[src/rtl/sdinit_pkg.sv]
package sdinit_pkg;

    // memory type selector codes
    localparam logic [1:0] MT_SDR   = 2'd0;
    localparam logic [1:0] MT_DDR   = 2'd1;
    localparam logic [1:0] MT_LPDDR = 2'd2;
    localparam logic [1:0] MT_DDR2  = 2'd3;

    localparam int STEP_IDX_W = 4;

    typedef enum logic [1:0] {K_CKE, K_PRE, K_REF, K_MRS} step_kind_t;
    typedef enum logic [2:0] {AD_ZERO, AD_PALL, AD_MODE, AD_MODE_DLL, AD_OCD} addr_sel_t;
    typedef enum logic [1:0] {WT_NONE, WT_CKE, WT_MRS, WT_REF} wait_sel_t;

    typedef struct packed {
        step_kind_t kind;
        addr_sel_t  asel;
        logic [1:0] bank;
        wait_sel_t  wsel;
        logic       last;
    } step_t;

    function automatic step_t mk_step(step_kind_t k, addr_sel_t a, logic [1:0] b,
                                      wait_sel_t w, logic l);
        step_t s;
        s.kind = k;
        s.asel = a;
        s.bank = b;
        s.wsel = w;
        s.last = l;
        return s;
    endfunction

endpackage

[src/rtl/sdinit_mode_word.sv]
module sdinit_mode_word
    import sdinit_pkg::*;
#(
    parameter int ADDR_W   = 13,
    parameter int NPHASES  = 2,
    parameter int CAS_LAT  = 3,
    parameter int WR_RECOV = 2
) (
    input  logic [1:0]        mtype,
    output logic [ADDR_W-1:0] mode_base,
    output logic [ADDR_W-1:0] mode_dll
);
    localparam int PH_LOG2 = $clog2(NPHASES);
    localparam logic [ADDR_W-1:0] CL_FIELD  = ADDR_W'(CAS_LAT << 4);
    localparam logic [ADDR_W-1:0] WR_FIELD  = ADDR_W'(WR_RECOV << 9);
    localparam logic [ADDR_W-1:0] DLL_FIELD = ADDR_W'(1 << 8);

    logic [ADDR_W-1:0] bl_log2;

    always_comb begin
        // double data rate types carry twice the phases per burst
        bl_log2   = ADDR_W'(PH_LOG2) + ((mtype != MT_SDR) ? ADDR_W'(1) : ADDR_W'(0));
        mode_base = bl_log2 + CL_FIELD + ((mtype == MT_DDR2) ? WR_FIELD : '0);
        mode_dll  = mode_base | DLL_FIELD;
    end
endmodule

[src/rtl/sdinit_step_table.sv]
module sdinit_step_table
    import sdinit_pkg::*;
(
    input  logic [1:0]            mtype,
    input  logic [STEP_IDX_W-1:0] idx,
    output step_t                 step
);
    logic [STEP_IDX_W-1:0] head_len;
    logic [STEP_IDX_W-1:0] tail_idx;
    logic [1:0]            emr_bank;

    always_comb begin
        unique case (mtype)
            MT_SDR:   head_len = STEP_IDX_W'(2);
            MT_DDR:   head_len = STEP_IDX_W'(3);
            MT_LPDDR: head_len = STEP_IDX_W'(3);
            default:  head_len = STEP_IDX_W'(5);
        endcase

        tail_idx = idx - head_len;

        // extended loads in the head: DDR bank 1, LPDDR bank 2, DDR2 banks 3,2,1
        unique case (mtype)
            MT_DDR:   emr_bank = 2'd1;
            MT_LPDDR: emr_bank = 2'd2;
            default:  emr_bank = 2'(5 - int'(idx));
        endcase

        if (idx == '0) begin
            step = mk_step(K_CKE, AD_ZERO, 2'd0, WT_CKE, 1'b0);
        end else if (idx == STEP_IDX_W'(1)) begin
            step = mk_step(K_PRE, AD_PALL, 2'd0, WT_NONE, 1'b0);
        end else if (idx < head_len) begin
            step = mk_step(K_MRS, AD_ZERO, emr_bank, WT_NONE, 1'b0);
        end else begin
            case (tail_idx)
                STEP_IDX_W'(0): step = mk_step(K_MRS, AD_MODE_DLL, 2'd0, WT_MRS, 1'b0);
                STEP_IDX_W'(1): step = mk_step(K_PRE, AD_PALL, 2'd0, WT_NONE, 1'b0);
                STEP_IDX_W'(2): step = mk_step(K_REF, AD_ZERO, 2'd0, WT_REF, 1'b0);
                STEP_IDX_W'(3): step = mk_step(K_REF, AD_ZERO, 2'd0, WT_REF, 1'b0);
                STEP_IDX_W'(4): step = mk_step(K_MRS, AD_MODE, 2'd0, WT_MRS, mtype != MT_DDR2);
                STEP_IDX_W'(5): step = mk_step(K_MRS, AD_OCD, 2'd1, WT_NONE, 1'b0);
                STEP_IDX_W'(6): step = mk_step(K_MRS, AD_ZERO, 2'd1, WT_NONE, 1'b1);
                default:        step = mk_step(K_PRE, AD_PALL, 2'd0, WT_NONE, 1'b1);
            endcase
        end
    end
endmodule

[src/rtl/sdinit_delay.sv]
module sdinit_delay #(
    parameter int CNT_W = 11
) (
    input  logic             clk,
    input  logic             rst_n,
    input  logic             load,
    input  logic [CNT_W-1:0] load_val,
    input  logic             dec,
    output logic             expire
);
    logic [CNT_W-1:0] cnt;

    always_ff @(posedge clk) begin
        if (!rst_n) begin
            cnt <= '0;
        end else if (load) begin
            cnt <= load_val;
        end else if (dec && cnt != '0) begin
            cnt <= cnt - CNT_W'(1);
        end
    end

    assign expire = dec && (cnt == CNT_W'(1));
endmodule

[src/rtl/sdinit_seq.sv]
module sdinit_seq
    import sdinit_pkg::*;
#(
    parameter int ADDR_W   = 13,
    parameter int BANK_W   = 2,
    parameter int NPHASES  = 2,
    parameter int CAS_LAT  = 3,
    parameter int WR_RECOV = 2,
    parameter int CKE_WAIT = 2000,
    parameter int MRS_WAIT = 200,
    parameter int REF_WAIT = 4
) (
    input  logic              clk,
    input  logic              rst_n,
    input  logic [2:0]        mem_type,
    output logic              cke,
    output logic              cs_n,
    output logic              ras_n,
    output logic              cas_n,
    output logic              we_n,
    output logic [ADDR_W-1:0] addr,
    output logic [BANK_W-1:0] bank,
    output logic              init_done,
    output logic              init_err
);
    localparam int MAX_A    = (CKE_WAIT > MRS_WAIT) ? CKE_WAIT : MRS_WAIT;
    localparam int MAX_WAIT = (MAX_A > REF_WAIT) ? MAX_A : REF_WAIT;
    localparam int CNT_W    = $clog2(MAX_WAIT + 1);
    localparam logic [ADDR_W-1:0] PALL_WORD = ADDR_W'(1 << 10);
    localparam logic [ADDR_W-1:0] OCD_WORD  = ADDR_W'(7 << 7);

    typedef enum logic [2:0] {ST_BOOT, ST_ISSUE, ST_WAIT, ST_DONE, ST_FAULT} state_t;

    state_t                state, nxt;
    logic [1:0]            type_q;
    logic [STEP_IDX_W-1:0] idx;
    step_t                 step;
    logic [ADDR_W-1:0]     mode_base, mode_dll;
    logic [CNT_W-1:0]      wait_val;
    logic                  load, adv, expire, cke_q;

    sdinit_step_table u_table (
        .mtype (type_q),
        .idx   (idx),
        .step  (step)
    );

    sdinit_mode_word #(
        .ADDR_W   (ADDR_W),
        .NPHASES  (NPHASES),
        .CAS_LAT  (CAS_LAT),
        .WR_RECOV (WR_RECOV)
    ) u_mode (
        .mtype     (type_q),
        .mode_base (mode_base),
        .mode_dll  (mode_dll)
    );

    sdinit_delay #(.CNT_W(CNT_W)) u_delay (
        .clk      (clk),
        .rst_n    (rst_n),
        .load     (load),
        .load_val (wait_val),
        .dec      (state == ST_WAIT),
        .expire   (expire)
    );

    always_comb begin
        unique case (step.wsel)
            WT_CKE:  wait_val = CNT_W'(CKE_WAIT);
            WT_MRS:  wait_val = CNT_W'(MRS_WAIT);
            WT_REF:  wait_val = CNT_W'(REF_WAIT);
            default: wait_val = '0;
        endcase
    end

    // transitions
    always_comb begin
        nxt  = state;
        load = 1'b0;
        adv  = 1'b0;
        unique case (state)
            ST_BOOT:  nxt = mem_type[2] ? ST_FAULT : ST_ISSUE;
            ST_ISSUE: begin
                if (step.wsel != WT_NONE) begin
                    nxt  = ST_WAIT;
                    load = 1'b1;
                end else if (step.last) begin
                    nxt = ST_DONE;
                end else begin
                    adv = 1'b1;
                end
            end
            ST_WAIT: begin
                if (expire) begin
                    if (step.last) begin
                        nxt = ST_DONE;
                    end else begin
                        nxt = ST_ISSUE;
                        adv = 1'b1;
                    end
                end
            end
            ST_DONE:  nxt = ST_DONE;
            ST_FAULT: nxt = ST_FAULT;
            default:  nxt = ST_FAULT;
        endcase
    end

    // state register and sequence position
    always_ff @(posedge clk) begin
        if (!rst_n) begin
            state  <= ST_BOOT;
            idx    <= '0;
            type_q <= MT_SDR;
            cke_q  <= 1'b0;
        end else begin
            state <= nxt;
            if (state == ST_BOOT) type_q <= mem_type[1:0];
            if (adv) idx <= idx + STEP_IDX_W'(1);
            if (state == ST_ISSUE && step.kind == K_CKE) cke_q <= 1'b1;
        end
    end

    // outputs
    always_comb begin
        cs_n  = 1'b1;
        ras_n = 1'b1;
        cas_n = 1'b1;
        we_n  = 1'b1;
        addr  = '0;
        bank  = '0;
        if (state == ST_ISSUE && step.kind != K_CKE) begin
            cs_n  = 1'b0;
            ras_n = 1'b0;
            cas_n = (step.kind == K_PRE);
            we_n  = (step.kind == K_REF);
            bank  = BANK_W'(step.bank);
            unique case (step.asel)
                AD_PALL:     addr = PALL_WORD;
                AD_MODE:     addr = mode_base;
                AD_MODE_DLL: addr = mode_dll;
                AD_OCD:      addr = OCD_WORD;
                default:     addr = '0;
            endcase
        end
    end

    assign cke       = cke_q;
    assign init_done = (state == ST_DONE);
    assign init_err  = (state == ST_FAULT);
endmodule

[config.mk]
export PLATFORM = sky130hd
export DESIGN_NAME = sdinit_seq
export DESIGN_NICKNAME = d
export VERILOG_FILES = /design/src/rtl/sdinit_pkg.sv /design/src/rtl/sdinit_mode_word.sv /design/src/rtl/sdinit_step_table.sv /design/src/rtl/sdinit_delay.sv /design/src/rtl/sdinit_seq.sv
export SDC_FILE = /design/constraint.sdc
export NUM_CORES = 1
export LEC_CHECK = 0
export ABC_AREA = 1
export BUFFER_PORTS_ARGS = -buffer_cell sky130_fd_sc_hd__buf_2
export CAP_MARGIN = 5
export CORE_UTILIZATION = 62
export CTS_BUF_LIST = sky130_fd_sc_hd__clkbuf_16
export DETAILED_ROUTE_END_ITERATION = 7
export HOLD_SLACK_MARGIN = 0.15
export PLACE_DENSITY_LB_ADDON = 0.2
export SLEW_MARGIN = 10
export SYNTH_ARGS = -nofsm -noshare
export SYNTH_HDL_FRONTEND = slang
export SYNTH_SLANG_ARGS = --single-unit
[constraint.sdc]
create_clock -name clk -period 6.3 [get_ports clk]
set_input_delay 1.26 -clock clk [delete_from_list [all_inputs] [get_ports clk]]
set_output_delay 1.26 -clock clk [all_outputs]
set_load 0.1 [all_outputs]
==> results.txt, run 1 <==
Relative to the synthesized area, the layout overhead comes to 9.33%. In this design, the critical path's most frequently occurring cell is sky130_fd_sc_hd__inv_1. The path class of the lowest-slack min-delay path was register to register.

Once the clock tree was built, the setup fixing pass inserted 0 buffers. The end point of the critical path is addr[10]. The clock passes through at most 2 buffers. The clock arrives with 0.00266 ns of skew. The die span in y was 57.0 um.

The worst setup path is launched from a register. The tools report the count of final setup violators as 0. The critical setup path kind was register to output pin. The logs give 0.472 ns for the final hold slack and 0.26 ns for the insertion delay to the later sink of the worst-skew pair.

The via count of the first global-routing pass is 1609, and the maximum level of the CTS H-tree is 1. The flop-to-flop setup slack came out at 2.93 ns. The setup TNS is 0 ns, and the number of standard cells after synthesis is 273. The Yosys step of the flow raised 0 warnings. The first global-routing pass estimated 6880 um of wire.

For the number of nets in the layout, the log shows 317. The critical path goes through inv_1 -> ha_1 -> inv_1 -> ha_1 -> fa_1 -> inv_1 -> nor2_1 -> o21ai_1 -> nand3_1 -> nand3_1 -> nand2_1 -> a21oi_1 -> buf_2. Number of slew-limit violations in the final report: 0. The DRC violation count after routing was 8; the peak ir drop on the vdd network was 0.234 mV. The run gives 0 as the total congestion overflow after global routing.

The power density normalized to cell area was 301 nW/um^2; the required time at the worst-slack endpoint was 5.04 ns. The tools report the HPWL after detailed placement as 3110 um. In this run the number of cells on the critical path is 13.

The tools report the end of the worst register-to-register path as u_delay.cnt[6]. Once detail routing completed, the nets flagged for antenna violations numbered 0. The tools report the global router's overall resource usage as 27.4%.

Total power for the finished layout comes to 0.000618 W. Measured in cells, the most critical reg-to-reg path has a length of 18. The count of buffers added on input and output ports is 21. The critical path starts at type_q[0].

The cell count of the worst hold path is 2, and the mean instance size in the synthesized netlist is 6.87 um^2. Pin count of the biggest net entering global routing: 13. The root buffer cell is sky130_fd_sc_hd__clkbuf_16. The endpoint kind of the worst setup timing path is an output pin. Once layout is complete, the cells apart from fillers number 324. The final reports fail on DRC. The final period utilization is 66.7%, and the post-synthesis cell type count is 38. The number of buffers created by CTS is 3. The number of endpoints with negative hold slack in the final report was 0. For this design, the slowest cell found on the critical path is sky130_fd_sc_hd__fa_1.

The number of antenna violations at the first check in global routing came out at 0. The first detailed-routing pass took 6 iterations. On the critical path the largest part of the delay comes from adder cells. Counting flops and latches in the post-synthesis netlist gives 21. The minimum clock period after layout is 4.20 ns.

TritonCTS built the clock tree. For the placer's final routability congestion estimate, the log shows 0.901. The run gives 19 as the placement row count.

The ratio of cells with drive above 1 in the final layout is 21.2%, and the maximum clock frequency is 0.238 GHz. The run gives 22.4% as the sequential-to-total area share from yosys stat. The average vias per placed instance is 5.49, and the total routed wirelength is 4040 um. The clock transition time at the flip-flop clock pins of the worst setup and hold paths came out at 0.06 ns.

The count of max-cap constraint violations is 0, and the area of the core is 2810 um^2. Including well taps, the total number of placed cells is 320. After the first detailed-routing iteration, the DRC count stood at 84. The starting density of the core came out at 66.9%.

Along the worst path, the maximum fanout reaches 5. Counting both buffers and inverters, the worst setup path holds a total of 4. The routed wire length per instance is 12.5 um.

In this run the horizontal extent of the chip is 57.0 um. On the worst path, the slowest cell contributes a delay of 0.51 ns. The cell area after synthesis was 1880 um^2; the data arrival time of the critical path was 2.94 ns. Once the clock tree was built, the resizer swapped 0 gates to a different size.

At the end of the flow the core is filled with cells to 73.1%. The analysis attributes to cell leakage a power of 1.00 nW. The worst register-to-register path begins at type_q[0].

The run gives 21 as the clock net sink count. Pin placement for this block handled 27 I/O pins. The number of vias in the routed layout came out at 1778. Buffers inserted to repair hold after CTS numbered 0. The die covers 3250 um^2. 0 antenna diodes ended up in the layout.

After filler insertion, the fill cell instance count of the layout stands at 237. Setup repair after global routing left no endpoint under its margin. The flow ran to the end, but the final reports show violations.
==> layer usage <==
layer	wire length (um)	GRT usage, %
met5	0	0
met4	89	15.0
met3	198	3.63
met2	1760	43.2
met1	2000	36.5
==> worst min-delay path by stage <==
stage / startpoint / endpoint / slack (ns)
after detailed placement: cke / cke / 0.46
final: cke / cke / 0.47
after global placement: cke / cke / 0.47
after global routing: u_delay.cnt[0] / u_delay.cnt[0] / 0.51
after floorplan: u_delay.cnt[0] / u_delay.cnt[0] / 0.46
after CTS: cke / cke / 0.48
==> state kept, by name, summed over array words and instances, names as in the netlist <==
register,cells
state,3
u_delay.cnt,11
idx,4
cke,1
type_q,2
==> cells in the final DEF (no fill, tap or decap), types with 4 or more instances in the layout <==
cell                      synthesis  routed
sky130_fd_sc_hd__nand2_1         47      47
sky130_fd_sc_hd__inv_1           41      41
sky130_fd_sc_hd__nor2_1          26      26
sky130_fd_sc_hd__dfxtp_1         21      21
sky130_fd_sc_hd__buf_2            0      21
sky130_fd_sc_hd__ha_1            17      17
sky130_fd_sc_hd__nand3_1         16      16
sky130_fd_sc_hd__o21ai_0         15      15
sky130_fd_sc_hd__a21oi_1         13      13
sky130_fd_sc_hd__inv_2            9       9
sky130_fd_sc_hd__nand2_2          6       6
sky130_fd_sc_hd__nand4_1          5       5
sky130_fd_sc_hd__nor2_4           5       5
sky130_fd_sc_hd__conb_1           1       5
sky130_fd_sc_hd__xor2_1           4       4
sky130_fd_sc_hd__nor2_2           4       4
sky130_fd_sc_hd__o21ai_1          4       4
sky130_fd_sc_hd__a31oi_1          4       4
==> power by group <==
part	internal [W]	switching, W
combinational	0.0000933	0.000208
clock	0.0000853	0.0000513
sequential	0.000156	0.0000236
total	0.000335	0.000283
==> tightest hold or removal path: stages, from the launching register on <==
cell                      delay, ns
sky130_fd_sc_hd__dfxtp_1       0.33
sky130_fd_sc_hd__a21oi_1       0.04
sky130_fd_sc_hd__nor2_1        0.07
==> cells in the mapped netlist <==
library cell | number | area share (%)
sky130_fd_sc_hd__inv_2 | 9 | 1.8
sky130_fd_sc_hd__dfxtp_1 | 21 | 22
sky130_fd_sc_hd__o21ai_0 | 15 | 4.0
sky130_fd_sc_hd__a21oi_2 | 1 | 0.47
sky130_fd_sc_hd__a21oi_1 | 13 | 3.5
sky130_fd_sc_hd__conb_1 | 1 | 0.20
sky130_fd_sc_hd__nor3b_2 | 1 | 0.67
sky130_fd_sc_hd__clkinv_1 | 1 | 0.20
sky130_fd_sc_hd__inv_1 | 41 | 8.2
sky130_fd_sc_hd__nand2_1 | 47 | 9.4
sky130_fd_sc_hd__o21ai_2 | 1 | 0.47
sky130_fd_sc_hd__nor3_2 | 1 | 0.53
sky130_fd_sc_hd__buf_4 | 8 | 3.2
sky130_fd_sc_hd__nor2_8 | 1 | 1.1
sky130_fd_sc_hd__inv_4 | 1 | 0.33
sky130_fd_sc_hd__nor3_4 | 1 | 0.87
sky130_fd_sc_hd__ha_1 | 17 | 11
sky130_fd_sc_hd__o31ai_1 | 1 | 0.40
sky130_fd_sc_hd__fa_1 | 1 | 1.1
sky130_fd_sc_hd__nand4_1 | 5 | 1.7
sky130_fd_sc_hd__a221oi_2 | 2 | 1.6
sky130_fd_sc_hd__o2111ai_1 | 1 | 0.47
sky130_fd_sc_hd__o211ai_1 | 2 | 0.80
sky130_fd_sc_hd__nor3_1 | 2 | 0.53
sky130_fd_sc_hd__nor2_4 | 5 | 3.0
sky130_fd_sc_hd__clkbuf_1 | 1 | 0.20
sky130_fd_sc_hd__nand3_2 | 3 | 1.6
sky130_fd_sc_hd__nand3b_1 | 1 | 0.40
sky130_fd_sc_hd__o211a_1 | 1 | 0.53
sky130_fd_sc_hd__nand3_1 | 16 | 4.3
sky130_fd_sc_hd__a31oi_1 | 4 | 1.3
sky130_fd_sc_hd__xor2_1 | 4 | 1.9
sky130_fd_sc_hd__a211oi_1 | 3 | 1.2
sky130_fd_sc_hd__nor2_2 | 4 | 1.3
sky130_fd_sc_hd__nor2_1 | 26 | 5.2
sky130_fd_sc_hd__nand2_2 | 6 | 2.0
sky130_fd_sc_hd__o21ai_1 | 4 | 1.1
sky130_fd_sc_hd__a21oi_4 | 1 | 0.87
==> kinds of logic (layout without fill, tap and decap cells) <==
group	count (synthesis)	after routing	share of synthesized area [%]
AOI/OAI and AO/OA	49	49	16.7
xor gates and xnor gates	4	4	1.87
adders and majority gates	18	18	12.4
buffers and inverters	61	77	13.9
DFF	21	21	22.4
other	1	5	0.200
and+or+nand+nor	119	119	32.5
==> through the flow <==
stage	worst slack [ns]	cell area [um^2]
floorplan	1.22	1890
global placement	2.45	1970
detailed placement	2.38	1970
CTS	2.08	2050
global route	1.90	2050
finish	2.10	2050
==> final cells by class <==
type / instances / area, um^2 / area share [%]
repair buffers: 21 / 105 / 5.12
flip-flops and latches: 21 / 420 / 20.5
clock buffers: 3 / 75.1 / 3.66
well taps: 31 / 38.8 / 1.89
multi-input cells: 195 / 1210 / 59.0
clock inverters: 1 / 5.00 / 0.244
inverters: 52 / 198 / 9.63
Note: power is estimated with default switching activity, not from simulation.
==> run 2, diff against run 1 <==
--- a/config.mk
+++ b/config.mk
@@ -8,7 +8,7 @@
 export ABC_AREA = 1
 export BUFFER_PORTS_ARGS = -buffer_cell sky130_fd_sc_hd__buf_2
 export CAP_MARGIN = 5
-export CORE_UTILIZATION = 62
+export CORE_UTILIZATION = 57
 export CTS_BUF_LIST = sky130_fd_sc_hd__clkbuf_16
 export DETAILED_ROUTE_END_ITERATION = 7
 export HOLD_SLACK_MARGIN = 0.15
==> constraint.sdc (replaced) <==
create_clock -name clk -period 3.9 [get_ports clk]
set_input_delay 0.78 -clock clk [delete_from_list [all_inputs] [get_ports clk]]
set_output_delay 0.78 -clock clk [all_outputs]
set_load 0.1 [all_outputs]
==> run 2 against run 1 <==
The run now ends clean. Sequential power rose by 62%. Wire length fell by 5.9%. Clock-buffer cell count did not move. Design area rose by 2.6%. Critical path type unchanged.
==> results.txt, run 2 (synthesis results as in run 1) <==
The ratio of cells with drive above 1 in the final layout is 24.2%. Measured in cells, the most critical reg-to-reg path has a length of 17. The required time at the worst-slack endpoint was 3.12 ns; the clock net sink count was 21. Along the worst hold path, the cell count comes to 2. The number of endpoints with negative hold slack in the final report was 0; the routed wire length per instance was 11.3 um. The endpoint kind of the worst setup timing path was an output pin. For the number of antenna violations at the first check in global routing, the log shows 0. The register with the most flip-flops in the layout has 11 of them. Internal power comes to 0.000553 W. Of the total power, the clock network draws 21.7%. The logs give 0.00322 ns for the setup clock skew after layout and 61.0% for the starting density of the core. The path class of the lowest-slack min-delay path was register to register. The run gives 3080 um^2 as the area of the core. Traced cell by cell, the critical path runs through inv_1 -> ha_4 -> fa_1 -> inv_1 -> nand2_1 -> nand2_1 -> nand2_2 -> nor3_2 -> inv_2 -> nor2_4 -> inv_2 -> nor2_1 -> buf_2.

The logs give 3530 um^2 for the area enclosed by the die boundary and 0 for the count of max-cap constraint violations. Fill cells in the final layout number 294. For the placer's final routability congestion estimate, the log shows 0.974. In the routed design, unresolved DRC markers number 0. The number of diodes is 0.

The critical setup path kind was register to output pin. In the finished design, the share of the clock period the worst path needs comes to 93.5%. The longest clock path from root to sink contains 2 buffers. TritonCTS built the clock tree.

The number of top-level pins is 27. Setup repair after global routing left no endpoint under its margin. On the critical path the largest part of the delay comes from buffers and inverters. The most common cell after layout, fill and taps aside was sky130_fd_sc_hd__nand2_1. The maximum clock frequency was 0.274 GHz; the detailed-routing iteration count for the pre-antenna-repair pass was 5. Clock latency on the worst-skew pair, taken at its later pin, is 0.25 ns. The total number of cells along the worst setup path came out at 13. The logs give 35.3% for the met2 demand-to-capacity share in global routing and 317 for the number of nets in the layout. In this run, CTS created clock tree buffers numbering 3. The flow ran to the end, and the final reports show no timing, DRC or antenna violations.

The wire length of the first global-routing pass is 6180 um, and the global router's overall resource usage is 23.5%. The die is 59.4 um tall. The power share of the combinational group was 49.1%. The via count of the first global-routing pass came out at 1378. For met3 alone, demand over resource in global routing was 3.28%. After global routing, the most crowded layer is met2. Counting I/O delays and the setup requirement, the final critical path takes 3.65 ns.

Power spread over the standard cell area amounts to 475 nW/um^2. For the number of slew-limit violations in the final report, the log shows 0. The horizontal die dimension is 59.4 um. The critical path launch point type is a register. Compared with the post-synthesis result, the final layout area differs by 12.2%. The maximum level of the CTS H-tree is 1. The register bank with the most flops is u_delay.cnt. In the layout the commonest cells are sky130_fd_sc_hd__nand2_1 (47), sky130_fd_sc_hd__inv_1 (38), sky130_fd_sc_hd__nor2_1 (25).

The critical path contains buffers and inverters numbering 5 combined. Leaving out filler cells and counting taps, the final layout contains 337. The detailed router finished its first iteration with 82 violations. Dividing the detail-routed via count by the number of cells gives 5.12. Summing over every cut layer, the via total after detailed routing is 1725. The leakage power summed over all cells came out at 1.00 nW. The run gives 13 as the pin count of the biggest net entering global routing.

The count of nets left with antenna violations once routing finished came out at 0. Total congestion overflow after global routing: 0. The root buffer cell was sky130_fd_sc_hd__clkbuf_16.

The fraction of the core area covered by cells at the end of the flow was 68.4%; the clock transition time at the flip-flop clock pins of the worst setup and hold paths was 0.06 ns. The number of placed instances, taps included, is 333. The worst stage delay on the critical path came out at 0.47 ns.

Across the VDD grid, the largest voltage drop is 0.346 mV. The run gives 0.000448 W as the net load switching power. The run gives 0 ns as the setup TNS. At the worst endpoint, the arrival time is 2.87 ns. After floorplanning, the core was divided into 20 placement rows. Of all nets on the critical path, the largest fanout is 7.

HPWL after detailed placement: 3060 um. The fraction of power spent switching nets is 44.8%. Sequential cells burn 29.2% of the power.

The tools report the count of final setup violators as 0. Buffers placed on the I/O ports in this run total 21. In the final layout, the registers with the most flip-flops are u_delay.cnt (11), idx (4), state (3). On the critical path, the stage with the largest delay is an instance of sky130_fd_sc_hd__dfxtp_1. The final layout contains routed wiring with a total length of 3800 um. The global-route track usage on met1 came out at 34.4%.
[run 2: final cells by class]
class / count / area, um^2 / share of cell area (%)
clock inverter: 1 / 5.00 / 0.238
multi-input combinational: 195 / 1240 / 59.0
timing repair buffer: 21 / 108 / 5.11
inverter: 52 / 198 / 9.39
clock buffer: 3 / 75.1 / 3.57
sequential: 21 / 423 / 20.1
tap: 44 / 55.1 / 2.61
[run 2: final timing paths]
check / start / end / slack, ns
setup / recovery: idx[0] / addr[1] / 0.25
hold / removal: u_delay.cnt[0] / u_delay.cnt[0] / 0.49
setup reg to reg: idx[0] / u_delay.cnt[10] / 0.50
hold reg to reg: u_delay.cnt[0] / u_delay.cnt[0] / 0.49
[run 2: metrics by stage]
stage	power, W	hold slack (ns)	instance area, um^2	worst slack (ns)
final	0.00100	0.487	2110	0.252
after CTS	0.00100	0.487	2100	0.259
after floorplan	0.000708	0.457	1930	-0.460
after detailed placement	0.000784	0.479	2020	0.534
after global routing	0.00107	0.515	2110	0.0484
after global placement	0.000778	0.467	2020	0.532
[run 2: what timing repair did]
item,4_1_cts,5_1_grt
setup buffers,0,0
setup endpoints to repair,0,1
endpoints found under the hold margin,0,0
hold buffers,0,0
resized for setup,0,1
[run 2: per-layer routing]
layer / vias to the layer above / wire, um / share of wire, %
met5: - / 0 / 0
met4: 0 / 36 / 0.95
met3: 4 / 182 / 4.8
met2: 55 / 1600 / 42
met1: 755 / 1990 / 52
li1: 911 / - / -
[run 2: worst min-delay path, cell delays in order, from the launching register on]
cell and delay [ns]:
sky130_fd_sc_hd__dfxtp_1 0.32, sky130_fd_sc_hd__nand2_1 0.06, sky130_fd_sc_hd__a21oi_1 0.05
[run 2: power groups by stage]
| stage | sequential [W] | combinational [W] | clock [W] |
|---|---|---|---|
| after global placement | 0.000295 | 0.000483 | 0 |
| after global routing | 0.000297 | 0.000543 | 0.000231 |
| after floorplan | 0.000301 | 0.000407 | 0 |
| after detailed placement | 0.000296 | 0.000488 | 0 |
| final | 0.000292 | 0.000492 | 0.000217 |
| after CTS | 0.000291 | 0.000491 | 0.000220 |
